**config.mk**
```make
export PLATFORM = sky130hd
export DESIGN_NAME = shift_add_mul
export DESIGN_NICKNAME = d
export VERILOG_FILES = /design/src/rtl/smul_pkg.sv /design/src/rtl/smul_ctrl.sv /design/src/rtl/smul_datapath.sv /design/src/rtl/shift_add_mul.sv
export SDC_FILE = /design/constraint.sdc
export NUM_CORES = 1
export LEC_CHECK = 0
export ABC_AREA = 0
export BUFFER_PORTS_ARGS = -buffer_cell sky130_fd_sc_hd__buf_2
export CAP_MARGIN = 20
export CORE_MARGIN = 2
export CORE_UTILIZATION = 41
export CTS_CLUSTER_SIZE = 8
export DETAILED_ROUTE_END_ITERATION = 8
export PLACE_DENSITY = 0.71
export SYNTH_ARGS = -nofsm -noshare
export SYNTH_HDL_FRONTEND = slang
export SYNTH_SLANG_ARGS = --single-unit
```
**constraint.sdc**
```tcl
create_clock -name clk_i -period 4.9 [get_ports clk_i]
set_clock_uncertainty 0.15 [all_clocks]
set_input_delay 0.49 -clock clk_i [delete_from_list [all_inputs] [get_ports clk_i]]
set_output_delay 0.49 -clock clk_i [all_outputs]
set_load 0.01 [all_outputs]
```
**src/rtl/smul_pkg.sv**
```systemverilog
package smul_pkg;

  typedef enum logic [1:0] {
    ST_IDLE = 2'd0,
    ST_LOW  = 2'd1,
    ST_HIGH = 2'd2,
    ST_DONE = 2'd3
  } smul_state_e;

endpackage

```
**src/rtl/smul_ctrl.sv**
```systemverilog
module smul_ctrl
  import smul_pkg::*;
(
  input  logic        clk_i,
  input  logic        rst_ni,
  input  logic        en_i,
  input  logic        hi_word_i,
  input  logic        last_step_i,
  output logic        is_idle_o,
  output logic        step_en_o,
  output logic        valid_o,
  output smul_state_e state_o
);

  smul_state_e state_q, state_d;

  always_comb begin
    state_d = state_q;
    unique case (state_q)
      ST_IDLE: begin
        if (en_i) begin
          if (last_step_i)    state_d = ST_DONE;
          else if (hi_word_i) state_d = ST_HIGH;
          else                state_d = ST_LOW;
        end
      end
      ST_LOW, ST_HIGH: begin
        if (!en_i)            state_d = ST_IDLE;
        else if (last_step_i) state_d = ST_DONE;
      end
      ST_DONE: state_d = ST_IDLE;
      default: state_d = ST_IDLE;
    endcase
  end

  always_ff @(posedge clk_i or negedge rst_ni) begin
    if (!rst_ni) state_q <= ST_IDLE;
    else         state_q <= state_d;
  end

  assign is_idle_o = (state_q == ST_IDLE);
  assign step_en_o = en_i && (state_q != ST_DONE);
  assign valid_o   = (state_q == ST_DONE);
  assign state_o   = state_q;

endmodule

```
**src/rtl/smul_datapath.sv**
```systemverilog
module smul_datapath #(
  parameter int W = 32
) (
  input  logic           clk_i,
  input  logic           rst_ni,
  input  logic           is_idle_i,
  input  logic           step_en_i,
  input  logic           hi_word_i,
  input  logic [1:0]     sgn_i,
  input  logic [W-1:0]   a_i,
  input  logic [W-1:0]   b_i,
  output logic [W:0]     add_a_o,
  output logic [W:0]     add_b_o,
  input  logic [W+1:0]   add_sum_i,
  output logic           last_step_o,
  output logic [W-1:0]   result_o
);

  localparam int CW = $clog2(W);

  // Partial-product row with Baugh-Wooley inversions applied.
  function automatic logic [W-1:0] bw_row(input logic [W-1:0] mc, input logic bit_b,
                                          input logic inv_lo, input logic inv_hi);
    logic [W-1:0] r;
    r = mc & {W{bit_b}};
    r[W-2:0] = r[W-2:0] ^ {(W-1){inv_lo}};
    r[W-1]   = r[W-1] ^ inv_hi;
    return r;
  endfunction

  // Low part of the Baugh-Wooley correction, loaded on the first step.
  function automatic logic [W:0] bw_preset(input logic sa, input logic sb);
    logic [W:0] p;
    p = '0;
    if (sa && sb)      p[W]   = 1'b1;
    else if (sa || sb) p[W-1] = 1'b1;
    return p;
  endfunction

  logic [W:0]    acc_q, acc_d, cur_acc;
  logic [W-1:0]  mcand_q, mcand_d, cur_mcand;
  logic [W-1:0]  mplier_q, mplier_d, cur_mplier;
  logic [CW-1:0] cnt_q, cnt_d, cur_cnt;
  logic          last_row, neg_row;
  logic [W-1:0]  hi_row, lo_row;

  always_comb begin
    cur_acc    = is_idle_i ? (hi_word_i ? bw_preset(sgn_i[0], sgn_i[1]) : '0) : acc_q;
    cur_mcand  = is_idle_i ? a_i : mcand_q;
    cur_mplier = is_idle_i ? b_i : mplier_q;
    cur_cnt    = is_idle_i ? '0 : cnt_q;

    last_row = (cur_cnt == CW'(W - 1));
    neg_row  = last_row && sgn_i[1];
    hi_row   = bw_row(cur_mcand, cur_mplier[0], neg_row, sgn_i[0] ^ neg_row);
    lo_row   = cur_mplier[0] ? cur_mcand : '0;

    add_a_o = hi_word_i ? cur_acc : {1'b0, cur_acc[W-1:0]};
    add_b_o = {1'b0, hi_word_i ? hi_row : lo_row};

    last_step_o = hi_word_i ? last_row : (cur_mplier[W-1:1] == '0);

    cnt_d = cur_cnt + CW'(1);
    if (hi_word_i) begin
      acc_d    = add_sum_i[W+1:1];
      mplier_d = {add_sum_i[0], cur_mplier[W-1:1]};
      mcand_d  = cur_mcand;
    end else begin
      acc_d    = {1'b0, add_sum_i[W-1:0]};
      mplier_d = cur_mplier >> 1;
      mcand_d  = cur_mcand << 1;
    end
  end

  always_ff @(posedge clk_i or negedge rst_ni) begin
    if (!rst_ni) begin
      acc_q    <= '0;
      mcand_q  <= '0;
      mplier_q <= '0;
      cnt_q    <= '0;
    end else if (step_en_i) begin
      acc_q    <= acc_d;
      mcand_q  <= mcand_d;
      mplier_q <= mplier_d;
      cnt_q    <= cnt_d;
    end
  end

  // The remaining correction term, 2^(2W-1), is a flip of the top result bit.
  assign result_o = hi_word_i ? (acc_q[W-1:0] ^ {(sgn_i != 2'b00), {(W-1){1'b0}}})
                              : acc_q[W-1:0];

endmodule

```
**src/rtl/shift_add_mul.sv**
```systemverilog
module shift_add_mul
  import smul_pkg::*;
#(
  parameter int W = 32
) (
  input  logic           clk_i,
  input  logic           rst_ni,
  input  logic           en_i,
  input  logic           hi_word_i,
  input  logic [1:0]     sgn_i,
  input  logic [W-1:0]   a_i,
  input  logic [W-1:0]   b_i,
  output logic [W:0]     add_a_o,
  output logic [W:0]     add_b_o,
  input  logic [W+1:0]   add_sum_i,
  output logic           valid_o,
  output logic [W-1:0]   result_o
);

  logic        is_idle;
  logic        step_fire;
  logic        last_step;
  smul_state_e state;

  smul_ctrl u_ctrl (
    .clk_i       (clk_i),
    .rst_ni      (rst_ni),
    .en_i        (en_i),
    .hi_word_i   (hi_word_i),
    .last_step_i (last_step),
    .is_idle_o   (is_idle),
    .step_en_o   (step_fire),
    .valid_o     (valid_o),
    .state_o     (state)
  );

  smul_datapath #(.W(W)) u_dp (
    .clk_i       (clk_i),
    .rst_ni      (rst_ni),
    .is_idle_i   (is_idle),
    .step_en_i   (step_fire),
    .hi_word_i   (hi_word_i),
    .sgn_i       (sgn_i),
    .a_i         (a_i),
    .b_i         (b_i),
    .add_a_o     (add_a_o),
    .add_b_o     (add_b_o),
    .add_sum_i   (add_sum_i),
    .last_step_o (last_step),
    .result_o    (result_o)
  );

endmodule

```
# After elaboration in Yosys (flattened, before gate mapping)
# Cells that the tools add are included.
dict set report word_totals {
  register_bits 104
  input_bits 104
  out_inout_bits 99
  elab_cells 49
}
dict set report op_classes {
  addsub 1
  eq_ne 7
  reduce_logical 9
  muxes 22
  bitwise_logic 5
}
# cell count
set op_table {}
lappend op_table {{$mux 32} 7}
lappend op_table {{$mux 33} 4}
lappend op_table {{$and 32x32->32} 1}
lappend op_table {{$xor 32x32->32} 1}
lappend op_table {{$logic_not 31->1} 1}
lappend op_table {{$xor 31x31->31} 1}
lappend op_table {{$mux 2} 5}
lappend op_table {{$pmux 2 s3} 1}
lappend op_table {{$add 5x1->5 const B} 1}
lappend op_table {{$eq 5x5->1 const B} 1}
lappend op_table {{$mux 5} 1}
lappend op_table {{$eq 2x2->1 const B} 2}
lappend op_table {{$mux 1} 4}
lappend op_table {{$ne 2x2->1 const B} 2}
lappend op_table {{$logic_and 1x1->1} 3}
lappend op_table {{$ne 3x3->1 const B} 1}
lappend op_table {{$eq 2x1->1 const B} 1}
lappend op_table {{$logic_not 2->1} 1}
lappend op_table {{$reduce_and 2->1} 1}
lappend op_table {{$reduce_bool 2->1} 1}
lappend op_table {{$reduce_or 2->1} 1}
lappend op_table {{$xor 1x1->1} 2}
lappend op_table {{$logic_or 1x1->1} 1}

# Logic depth before layout (Yosys ltp)
dict set report depth {
  word_depth 7
  ltp_mapped 15
}

# By module
# A second synthesis with hierarchy kept.
dict set report unflattened {
  hier_cells 649
  hier_area_um2 6413.7
}
# module cells_per_inst seq_area_each_um2 instances area_each_um2
set by_module_without_submodules {}
lappend by_module_without_submodules {smul_datapath 632 2552.4 1 6246.0}
lappend by_module_without_submodules {smul_ctrl 17 50.0 1 167.7}

# Worst setup path before layout
# No wires, ideal clock.
dict set report synth_timing {
  kind {register to output}
  start {reg u_ctrl.state_q[0], in the netlist u_ctrl.state_o[0]}
  end {out add_b_o[10]}
  n_path_buf 5
  setup_slack_ps 1549
  required_time_ps 4260
  arrival_time_ps 2711
  path_stages_with_launch 14
  path_cell_list {dfrtp_1 inv_1 ha_1 buf_6 buf_2 buf_2 clkbuf_1 nor2b_1 ha_1 and4b_1 ha_1 nand3_1 buf_2 xnor2_1}
}
dict set report synth_via {
  elab_chain_len 6
  word_cells_on_any_way 10
  classes_between {eq/ne: 1; mux: 5; bitwise: 2; reduce/logical: 2}
}
# item line
set synth_lines {}
lappend synth_lines {{start: declaration} smul_ctrl.sv:15} ;# smul_state_e state_q, state_d;
lappend synth_lines {{start signal: assignment} smul_ctrl.sv:38} ;# else state_q <= state_d;
lappend synth_lines {{$logic_not 2->1 *} smul_ctrl.sv:41} ;# assign is_idle_o = (state_q == ST_IDLE);
lappend synth_lines {{$mux 5} smul_datapath.sv:51} ;# cur_cnt = is_idle_i ? '0 : cnt_q;
lappend synth_lines {{$eq 5x5->1} smul_datapath.sv:53} ;# last_row = (cur_cnt == CW'(W - 1));
lappend synth_lines {{$logic_and 1x1->1} smul_datapath.sv:54} ;# neg_row = last_row && sgn_i[1];
lappend synth_lines {{$xor 31x31->31} smul_datapath.sv:26} ;# r[W-2:0] = r[W-2:0] ^ {(W-1){inv_lo}};
lappend synth_lines {{$mux 32 *} smul_datapath.sv:59} ;# add_b_o = {1'b0, hi_word_i ? hi_row : lo_row};
lappend synth_lines {{end: declaration} shift_add_mul.sv:14} ;# output logic [W:0] add_b_o,
# Every way passes the cells marked *; elsewhere a longest branch is shown, timed or not.

# Final worst setup path
dict set report layout_timing {
  start {reg u_ctrl.state_q[0], in the netlist u_ctrl.state_o[0]}
  end {out add_b_o[13]}
}
# Same word-level chain as after synthesis.

==> impl_results.rst <==
.. list-table::
   :header-rows: 1

   * - Metric
     - Value
   * - Placement-stage worst setup slack
     - 1141 ps
   * - Clock transition at the register clock pins on the worst setup and hold paths after CTS
     - 70 ps
   * - Global-route wire length before repair
     - 23,770 µm
   * - GP Congestion
     - 0.7698
   * - Count of distinct cell types in the synthesized netlist
     - 35
   * - Worst path arrival time
     - 3480 ps
   * - Worst-skew pair later-pin latency
     - 340 ps
   * - Remaining routing DRC violations
     - 0
   * - Final critical-path setup slack
     - 779.9 ps
   * - Clk root buf
     - sky130_fd_sc_hd__clkbuf_16
   * - Post-synth EDFFs
     - 0
   * - Worst-Margin Slew
     - 1052 ps
   * - DRC marker count from the first detailed-route iteration
     - 252
   * - Cts bufs inserted
     - 9
   * - Overall overflow remaining after global route
     - 0
   * - Cell type with the largest total area after synthesis
     - sky130_fd_sc_hd__dfrtp_1
   * - Area occupied by registers
     - 2603 µm²
   * - # Post-CTS Setup Buffers
     - 0
   * - Cell with the biggest individual delay on the critical path
     - sky130_fd_sc_hd__nand3_2
   * - Crit Path Class
     - flip-flop to output port
   * - Top-area cell type share of the netlist area
     - 40.61%
   * - Clock tree from TritonCTS
     - done
   * - Number of I/O pins
     - 203
   * - Crit path capture type
     - output port
   * - Instance count of the mapped netlist
     - 694
   * - Peak supply drop
     - 0.2320 mV
   * - Core ar.
     - 15,260 µm²
   * - Power after layout
     - 4.261 mW
   * - Stage delay of the slowest cell on the critical path
     - 760 ps
   * - Minimum clock period
     - 4120 ps
   * - Antenna violations before repair
     - 0
   * - Total length of routed wires
     - 14,720 µm
   * - Crit path top cell by count
     - sky130_fd_sc_hd__ha_1
   * - Average wire per standard cell
     - 14.09 µm
   * - RSZ-0062 raised after global routing
     - no
   * - Setup_tns
     - 0 ps
   * - Number of filler cells placed in the layout
     - 1,444
   * - Static power due to leakage
     - 3.721 nW
   * - Worst path top cell family by delay
     - simple AND/OR/NAND/NOR gates
   * - Initial core utilization
     - 42.00%
   * - Endpoints failing hold
     - 0
   * - Timing-limited maximum frequency
     - 0.2427 GHz
   * - Dominant register cell in the synthesized netlist
     - sky130_fd_sc_hd__dfrtp_1
   * - CP Buf/Inv Count
     - 2
   * - Syn Nets
     - 804
   * - Area of the multi-input gates
     - 3347 µm²
   * - H-tree levels
     - 3
   * - Final instance count without filler cells
     - 1,045
   * - Post-synthesis sequential area ratio
     - 40.61%
   * - # Max-Cap Violations
     - 0
   * - Flip-flop and latch count after synthesis
     - 104
   * - Area of the die
     - 16,650 µm²
   * - Post-Syn Area per Cell
     - 9.234 µm²
   * - Final nets
     - 940
   * - Final count of negative-setup-slack endpoints
     - 0
   * - CTS hold repair buffers
     - 0
   * - Max_slew headroom
     - 29.87%
   * - Cells on worst reg2reg path
     - 8
   * - Outcome
     - finished, final reports clean
   * - DP Wirelength
     - 10,570 µm
   * - Via count
     - 5,094
   * - Yosys warning total
     - 0
   * - Share of final-layout standard cells stronger than drive strength 1
     - 31.29%
   * - Top cells by area in the synthesized netlist
     - sky130_fd_sc_hd__dfrtp_1 41%, sky130_fd_sc_hd__mux2i_1 15%, sky130_fd_sc_hd__o21ai_0 7.9%, sky130_fd_sc_hd__nand2_1 6.7%, sky130_fd_sc_hd__mux2_2 5.4%
   * - CTS sink count
     - 104
   * - Data required time at the worst endpoint
     - 4260 ps
   * - First-pass detailed-route iteration total
     - 5
   * - Power per cell area
     - 561.0 nW/µm²
   * - Antenna viol nets, final
     - 0
   * - Total global-route track usage
     - 17.84%
   * - IO Port Bufs
     - 201
   * - Crit path cell chain
     - inv_1, ha_4, nor2b_1, ha_1, and4b_1, ha_1, nand3_2, xnor2_1, buf_2
   * - Die height
     - 129.0 µm
   * - Area grow syn2layout
     - 18.53%
   * - Floorplan die width
     - 129.0 µm
   * - Logic depth of the worst path, buffers included
     - 9
   * - Via count of the first global-routing pass
     - 4,810
   * - Avg Vias per Cell
     - 4.875
   * - Most common cell in the synthesized netlist
     - sky130_fd_sc_hd__nand2_1
   * - Synth Cell Area
     - 6409 µm²
   * - Number of rows in the core area
     - 45
   * - Critical path fanouts, max
     - 49
   * - Synth async-reset ratio
     - 100.0%
   * - Largest net degree at the start of global routing
     - 135
   * - Crit start category
     - flip-flop
   * - Hold Crit Class
     - input pin to async pin
   * - Number of pins with negative max-slew slack in the final report
     - 0
   * - List of most frequent post-synthesis cells
     - 115 x sky130_fd_sc_hd__nand2_1, 104 x sky130_fd_sc_hd__dfrtp_1, 101 x sky130_fd_sc_hd__o21ai_0
   * - Post-route worst hold slack
     - 126.3 ps
   * - Placed cells
     - 1,029
   * - Number of gates given a new drive strength after cts
     - 0
   * - Count of inserted antenna diode cells
     - 0
   * - Maximum clock insertion buffer count
     - 2
   * - Final period util
     - 84.08%
state kept, by name (all words and copies together), names as in the netlist:
register,cells
u_dp.acc_q,33
u_dp.mcand_q,32
u_ctrl.state_o,2
u_dp.cnt_q,5
u_dp.mplier_q,32
power by group:
group | switching (mW) | internal (mW) | total (mW) | leakage (nW)
Combinational | 1.17 | 0.963 | 2.13 | 2.29
Clock | 0.308 | 0.394 | 0.702 | 0.137
Sequential | 0.228 | 1.20 | 1.42 | 1.29
per-layer routing:
layer,global-route usage [%],share of wire [%],wire length (µm),vias up
met5,0,0,0,-
met4,6.266,1.9,273,0
met3,2.519,4.3,629,18
met2,28.88,47,6915,141
met1,24.64,47,6905,2334
li1,-,-,-,2601
cells in the final DEF (no fill, tap or decap), drive strengths merged:
cell / n
nand3b: 1
nand4: 5
a21oi: 5
a31oi: 1
mux2: 31
dfrtp: 104
nor2b: 38
bufinv: 1
a22o: 1
or3: 1
a2111oi: 1
xnor2: 34
nand2b: 3
nand2: 115
buf: 208
o2111a: 1
o21ai: 101
and4b: 1
mux2i: 95
nor4b: 1
nor4: 11
or3b: 1
nand3: 6
o22ai: 1
inv: 5
conb: 1
clkinv: 2
o32ai: 1
ha: 6
nor2: 35
clkbuf: 12
nor3: 4
a22oi: 1
area by class of cell:
| cell class | instances | share of cell area, % |
|---|---|---|
| repair buffers | 208 | 14.26 |
| flip-flops and latches | 104 | 34.26 |
| clock inverters | 3 | 0.5765 |
| clock buffers | 12 | 3.113 |
| multi-input cells | 502 | 44.06 |
| inverters | 5 | 0.2471 |
| well taps | 211 | 3.476 |
worst paths after layout:
path                                endpoint  slack, ps              start
setup / recovery                 add_b_o[13]        780  u_ctrl.state_o[0]
hold / removal              u_dp.mcand_q[20]        130             rst_ni
setup reg to reg           u_ctrl.state_o[1]       1440  u_ctrl.state_o[0]
hold reg to reg                u_dp.cnt_q[4]        320      u_dp.cnt_q[4]
max in group asynchronous     u_dp.acc_q[17]       3460             rst_ni
min in group clk_i            u_dp.acc_q[32]        230      add_sum_i[33]
worst register-to-register path: stages (launching register included):
cell and delay (ps):
sky130_fd_sc_hd__dfrtp_1 400, sky130_fd_sc_hd__inv_1 130, sky130_fd_sc_hd__ha_4 630, sky130_fd_sc_hd__buf_4 600, sky130_fd_sc_hd__nor4b_2 370, sky130_fd_sc_hd__nand4_1 200, sky130_fd_sc_hd__a2111oi_4 480, sky130_fd_sc_hd__o2111a_1 280
sky130_fd_sc_hd__o22ai_1 90
cell families after synthesis:
group / synth area share, %
muxes: 20.28
and+or+nand+nor: 15.97
other: 0.05851
DFF: 40.61
AOI/OAI and AO/OA: 9.645
adders and majority gates: 1.171
buffers and inverters: 7.614
xor gates and xnor gates: 4.647
per-stage QoR:
stage / cell area, µm² / util [%]
floorplan: 6409 / -
global placement: 7288 / 47.77
detailed placement: 7288 / 47.77
CTS: 7569 / 49.60
global route: 7596 / 49.78
finish: 7596 / 49.78
Power figures use the tool's default switching activity.
